**src/rtl/gs_expo_pkg.sv**
```systemverilog
package gs_expo_pkg;
  typedef enum logic [1:0] {
    PH_IDLE     = 2'd0,
    PH_CORE_RST = 2'd1,
    PH_INTEG    = 2'd2,
    PH_XFER     = 2'd3
  } phase_t;
endpackage

```
**src/rtl/gs_req_sample.sv**
```systemverilog
module gs_req_sample #(
  parameter int N = 2
) (
  input  logic         clk,
  input  logic         rst,
  input  logic [N-1:0] req_i,
  output logic [N-1:0] req_s_o
);
  // One falling-edge capture flop per request line.
  for (genvar i = 0; i < N; i++) begin : g_line
    always_ff @(negedge clk) begin
      if (rst) req_s_o[i] <= 1'b0;
      else     req_s_o[i] <= req_i[i];
    end
  end
endmodule

```
**src/rtl/gs_step_div.sv**
```systemverilog
module gs_step_div #(
  parameter int SEL_W = 2
) (
  input  logic             clk,
  input  logic             rst,
  input  logic [SEL_W-1:0] sel_i,
  input  logic             hold_i,
  output logic             tick_o
);
  localparam int CNT_W = (2 ** SEL_W) - 1;

  logic [CNT_W-1:0] cnt;
  logic [CNT_W-1:0] last;

  always_comb begin
    last   = CNT_W'((32'd1 << sel_i) - 32'd1);
    tick_o = !hold_i && (cnt == last);
  end

  always_ff @(posedge clk) begin
    if (rst || hold_i) cnt <= '0;
    else if (tick_o)   cnt <= '0;
    else               cnt <= cnt + 1'b1;
  end
endmodule

```
**src/rtl/gs_expo_fsm.sv**
```systemverilog
module gs_expo_fsm
  import gs_expo_pkg::*;
#(
  parameter int INT_W       = 16,
  parameter int RST_PERIODS = 4,
  parameter int XFR_PERIODS = 2
) (
  input  logic             clk,
  input  logic             rst,
  input  logic             tick_i,
  input  logic             begin_s_i,
  input  logic             end_s_i,
  input  logic [INT_W-1:0] len_i,
  output phase_t           phase_o,
  output logic             ready_o,
  output logic             done_o
);
  localparam int STEP_MAX = (RST_PERIODS > XFR_PERIODS) ? RST_PERIODS : XFR_PERIODS;
  localparam int STEP_W   = (STEP_MAX > 1) ? $clog2(STEP_MAX) : 1;
  localparam logic [STEP_W-1:0] RST_LAST = STEP_W'(RST_PERIODS - 1);
  localparam logic [STEP_W-1:0] XFR_LAST = STEP_W'(XFR_PERIODS - 1);
  localparam logic [INT_W-1:0]  ICNT_MAX = '1;

  phase_t            phase;
  logic [STEP_W-1:0] step;
  logic [INT_W-1:0]  icnt;
  logic [INT_W-1:0]  icnt_nxt;
  logic              pend;
  logic              hit;

  always_comb begin
    icnt_nxt = (icnt == ICNT_MAX) ? icnt : icnt + 1'b1;
    hit      = (len_i != '0) && (icnt != ICNT_MAX) && (icnt_nxt == len_i);
  end

  always_ff @(posedge clk) begin
    if (rst) begin
      phase   <= PH_IDLE;
      step    <= '0;
      icnt    <= '0;
      pend    <= 1'b0;
      ready_o <= 1'b0;
      done_o  <= 1'b0;
    end else begin
      unique case (phase)
        PH_IDLE: begin
          if (begin_s_i) begin
            phase   <= PH_CORE_RST;
            step    <= '0;
            ready_o <= 1'b0;
          end
        end
        PH_CORE_RST: begin
          if (tick_i) begin
            if (step == RST_LAST) begin
              phase <= PH_INTEG;
              step  <= '0;
              icnt  <= '0;
            end else begin
              step <= step + 1'b1;
            end
          end
        end
        PH_INTEG: begin
          if (end_s_i) begin
            phase  <= PH_XFER;
            step   <= '0;
            pend   <= 1'b0;
            done_o <= 1'b0;
          end else if (tick_i) begin
            icnt <= icnt_nxt;
            if (done_o)   done_o <= 1'b0;
            else if (hit) done_o <= 1'b1;
          end
        end
        PH_XFER: begin
          if (begin_s_i) pend <= 1'b1;
          if (tick_i) begin
            if (step == XFR_LAST) begin
              step <= '0;
              pend <= 1'b0;
              if (pend) begin
                phase <= PH_CORE_RST;
              end else begin
                phase   <= PH_IDLE;
                ready_o <= 1'b1;
              end
            end else begin
              step <= step + 1'b1;
            end
          end
        end
        default: phase <= PH_IDLE;
      endcase
    end
  end

  assign phase_o = phase;
endmodule

```
**src/rtl/gs_expo_seq.sv**
```systemverilog
module gs_expo_seq
  import gs_expo_pkg::*;
#(
  parameter int INT_W       = 16,
  parameter int SEL_W       = 2,
  parameter int RST_PERIODS = 4,
  parameter int XFR_PERIODS = 2
) (
  input  logic             clk,
  input  logic             rst,
  input  logic [SEL_W-1:0] div_sel_i,
  input  logic [INT_W-1:0] expo_len_i,
  input  logic             expo_begin_i,
  input  logic             expo_end_i,
  output logic             expo_done_o,
  output logic             ready_o,
  output logic [1:0]       phase_o
);
  logic [1:0] req_s;
  logic       begin_s;
  logic       end_s;
  logic       hold;
  logic       gran_tick;
  phase_t     phase;

  gs_req_sample #(.N(2)) u_sample (
    .clk     (clk),
    .rst     (rst),
    .req_i   ({expo_end_i, expo_begin_i}),
    .req_s_o (req_s)
  );

  assign begin_s = req_s[0];
  assign end_s   = req_s[1];
  assign hold    = begin_s | end_s;

  gs_step_div #(.SEL_W(SEL_W)) u_div (
    .clk    (clk),
    .rst    (rst),
    .sel_i  (div_sel_i),
    .hold_i (hold),
    .tick_o (gran_tick)
  );

  gs_expo_fsm #(
    .INT_W       (INT_W),
    .RST_PERIODS (RST_PERIODS),
    .XFR_PERIODS (XFR_PERIODS)
  ) u_fsm (
    .clk       (clk),
    .rst       (rst),
    .tick_i    (gran_tick),
    .begin_s_i (begin_s),
    .end_s_i   (end_s),
    .len_i     (expo_len_i),
    .phase_o   (phase),
    .ready_o   (ready_o),
    .done_o    (expo_done_o)
  );

  assign phase_o = phase;
endmodule

```
**config.mk**
```make
export PLATFORM = sky130hd
export DESIGN_NAME = gs_expo_seq
export DESIGN_NICKNAME = d
export VERILOG_FILES = /design/src/rtl/gs_expo_pkg.sv /design/src/rtl/gs_req_sample.sv /design/src/rtl/gs_step_div.sv /design/src/rtl/gs_expo_fsm.sv /design/src/rtl/gs_expo_seq.sv
export SDC_FILE = /design/constraint.sdc
export NUM_CORES = 1
export LEC_CHECK = 0
export BUFFER_PORTS_ARGS = -buffer_cell sky130_fd_sc_hd__buf_2
export CORE_MARGIN = 10
export CORE_UTILIZATION = 54
export CTS_BUF_LIST = sky130_fd_sc_hd__clkbuf_2 sky130_fd_sc_hd__clkbuf_4 sky130_fd_sc_hd__clkbuf_8
export DETAILED_ROUTE_END_ITERATION = 10
export PLACE_DENSITY = 0.78
export RECOVER_POWER = 50
export SETUP_SLACK_MARGIN = 0.5
export SLEW_MARGIN = 15
export SYNTH_ARGS = -nofsm -noshare
export SYNTH_HDL_FRONTEND = slang
export SYNTH_SLANG_ARGS = --single-unit
```
**constraint.sdc**
```tcl
create_clock -name clk -period 2.2 [get_ports clk]
set_clock_uncertainty 0.05 [all_clocks]
set_input_delay 0.22 -clock clk [delete_from_list [all_inputs] [get_ports clk]]
set_output_delay 0.22 -clock clk [all_outputs]
set_load 0.005 [all_outputs]
```
==> impl_metrics.json <==
{
  "route.detailed.drc": 0,
  "worst_pin_slew_ns": 0.748,
  "crit_slowest_cell": "dfxtp_2",
  "clk_pin_slew_ns": 0.11,
  "crit_fanout": 4,
  "hold_violations": 0,
  "syn_nets": 303,
  "cts_buffers": 3,
  "worst_ep_required_time_ns": 2.35,
  "hold_slack_ns": 0.225,
  "gp_congestion": 1.00,
  "power.static_leakage_uw": 0.00116,
  "peakVddDrop_uv": 732,
  "root_buffer": "clkbuf_8",
  "yosys.area_share.simple_pct": 29.3,
  "antenna_found_initial": 0,
  "portBuffers": 25,
  "cap_violations": 0,
  "dr.pass1.iters": 5,
  "synth_compound_area_share_pct": 20.7,
  "slowest_delay_ns": 0.34,
  "status": "finished with violations",
  "antenna_cells": 0,
  "setup_ws_ns": -0.563,
  "core.rowCount": 22,
  "track_usage_pct": 20.5,
  "synth_warnings": 0,
  "crit_path_start_kind": "flip-flop",
  "rsz0062_at_grt": "true",
  "num_vias": 2462,
  "finalPower_uw": 1610,
  "clock_path_buffers": 2,
  "die_x_um": 82.1,
  "syn-cell-area_um2": 2080,
  "viasPerCell": 6.25,
  "synth-edff-count": 0,
  "synth_top_family_by_area": "simple AND/OR/NAND/NOR gates",
  "dp_cells": 385,
  "maxSlewHeadroom_pct": 49.7,
  "synthAdderAreaFrac_pct": 6.01,
  "synthArstFlopShare_pct": 0,
  "power_density_nw_per_um2": 535,
  "grt_pass1_vias": 2308,
  "slew_viol_final": 0,
  "critical_path_class": "reg -> reg",
  "final_cells": 394,
  "cts_tree": "yes",
  "dieArea_um2": 6740,
  "die_y_um": 82.1,
  "post-route-cell-area_um2": 3020,
  "routedWlPerCell_um": 18.9,
  "min_path_type": "in -> reg",
  "tns_ns": -10.65,
  "violations": "negative setup slack",
  "routed_wl_um": 7430,
  "fillers": 229,
  "clock_sinks": 28,
  "syn_to_final_growth_pct": 44.9,
  "syn_avg_cell_area_um2": 7.68,
  "ys.flop_type": "dfxtp_1",
  "muxShareOfSynthArea_pct": 3.43,
  "drt_iter0_drc": 328,
  "grt_pass1_wl_um": 11000,
  "h-tree-depth": 1,
  "insertion_delay_ns": 0.36,
  "hpwl_um": 5070,
  "syn-instance-count": 271,
  "nets": 379,
  "start_util_pct": 56.4,
  "pin_count": 26,
  "yosysSeqAreaShare_pct": 26.9,
  "worst_setup_path_end_kind": "flip-flop",
  "ys_types": 53,
  "setup_viol_count_final": 26,
  "cp.arrival_ns": 2.91,
  "core_um2": 3690,
  "overflow": 0,
  "grt_max_degree": 18,
  "placed_area_um2": 2640,
  "synthXorXnorAreaFrac_pct": 8.00,
  "cp_cell_sequence": "nor2_2 > o31a_1 > buf_4 > a21bo_4 > and3_4 > o21ai_2 > a221oi_1",
  "drive_above_1_share_pct": 40.8,
  "ys_ff_latch": 28,
  "ant_nets": 0
}
-- through the flow --
stage / setup WS [ns] / utilization (%)
floorplan: -0.362 / -
global placement: -0.534 / 71.6
detailed placement: -0.592 / 71.6
CTS: -0.532 / 77.7
global route: -0.646 / 81.8
finish: -0.563 / 81.8
-- sequential cells by signal, summed over array words and instances (netlist names) --
signal and flops:
u_div.cnt 3, u_fsm.ready_o 1, u_sample.req_s_o 2, u_fsm.done_o 1
u_fsm.phase_o 2, u_fsm.pend 1, u_fsm.icnt 16, u_fsm.step 2
-- kinds of logic (layout without fill, tap and decap cells) --
kind of cell | count (synthesis) | count (layout)
xor+xnor | 19 | 19
mux | 7 | 7
simple gates | 114 | 114
fa+ha+maj | 10 | 10
buf+inv | 25 | 100
flops | 28 | 28
compound gates | 68 | 68
-- where the power goes --
group / switching [µW] / internal (µW) / leakage (µW)
Sequential: 49.7 / 545 / 0.000227
Combinational: 391 / 307 / 0.000899
Clock: 189 / 131 / 0.0000323
Total: 630 / 983 / 0.00116
-- routing by layer --
layer	wire length [µm]	GRT usage (%)
met4	258	5.78
met3	570	3.60
met2	3620	35.0
met5	0	0
met1	2980	25.7
-- worst max-delay path, delay by kind of cell (launching register included) --
kind                   cells  cell delay, ns
DFF                        1            0.34
and+or+nand+nor            2            0.29
AOI/OAI and AO/OA          4            0.66
buffers and inverters      1            0.16
-- repair_timing --
item                                    in CTS  in global routing
gates cloned                                 0                  0
hold buffers                                 0                  0
resized for setup                           36                 29
pin swaps                                   16                  7
buffers inserted                             4                  0
endpoints found under the setup margin      26                 26
-- synthesized netlist by cell type (2+ instances only) --
library cell  instances  area, µm²
and2_1                2       12.5
o21a_1                2       15.0
xor2_1                6       52.6
dfxtp_1              28        561
nand2_1              15       56.3
ha_1                 10        125
or4_1                 2       15.0
nor2_1               26       97.6
nor4_1                8       50.1
or3_1                 5       31.3
nor2b_1               3       18.8
mux2i_1               6       60.1
o22ai_1               3       18.8
o21ai_0              13       65.1
a2111oi_0             3       26.3
nand4_1               7       43.8
nor3_1               17       85.1
and4_1                3       26.3
inv_1                12       45.0
and3_1                3       18.8
a21bo_2               2       20.0
nand3b_1              2       15.0
buf_4                 3       22.5
a22oi_1               4       30.0
clkbuf_1              6       22.5
nand3_1              12       60.1
a211oi_1              4       30.0
xnor2_1              13        114
a21oi_1              25        125
a21o_1                2       15.0
a31oi_1               2       12.5
-- layout by cell type (no fill, tap or decap), types with 3 or more instances in the layout --
cell / n
o22ai_1: 3
buf_4: 50
nor3_1: 8
or3_1: 4
and4_1: 3
mux2i_1: 6
nand2_1: 12
buf_6: 6
nor2_1: 22
nor4_1: 6
xor2_1: 6
nor2b_1: 3
nor3_2: 7
buf_2: 24
nand4_1: 7
dfxtp_1: 26
nand3_1: 11
inv_1: 13
xnor2_1: 13
a21oi_1: 14
ha_1: 10
clkbuf_8: 3
o21ai_0: 8
a21oi_2: 9
-- cell type report --
type	count	area (µm²)	share of cell area, %
Tap cell	48	60.1	1.99
Clock buffer	3	41.3	1.37
Timing Repair Buffer	83	607	20.1
Inverter	11	41.3	1.37
Multi-Input combinational cell	218	1690	56.1
Clock inverter	3	12.5	0.415
Sequential cell	28	563	18.7
-- path summary, 6_finish.rpt --
path	from	slack, ns	depth (start not counted)	to
setup / recovery	u_sample.req_s_o[1]	-0.56	7	u_fsm.phase_o[0]
hold / removal	rst	0.23	2	u_fsm.icnt[12]
hold reg to reg	u_fsm.ready_o	0.50	2	u_fsm.ready_o
setup reg to reg	u_sample.req_s_o[1]	-0.56	7	u_fsm.phase_o[0]
No activity file was read; power rests on OpenSTA's default activity.
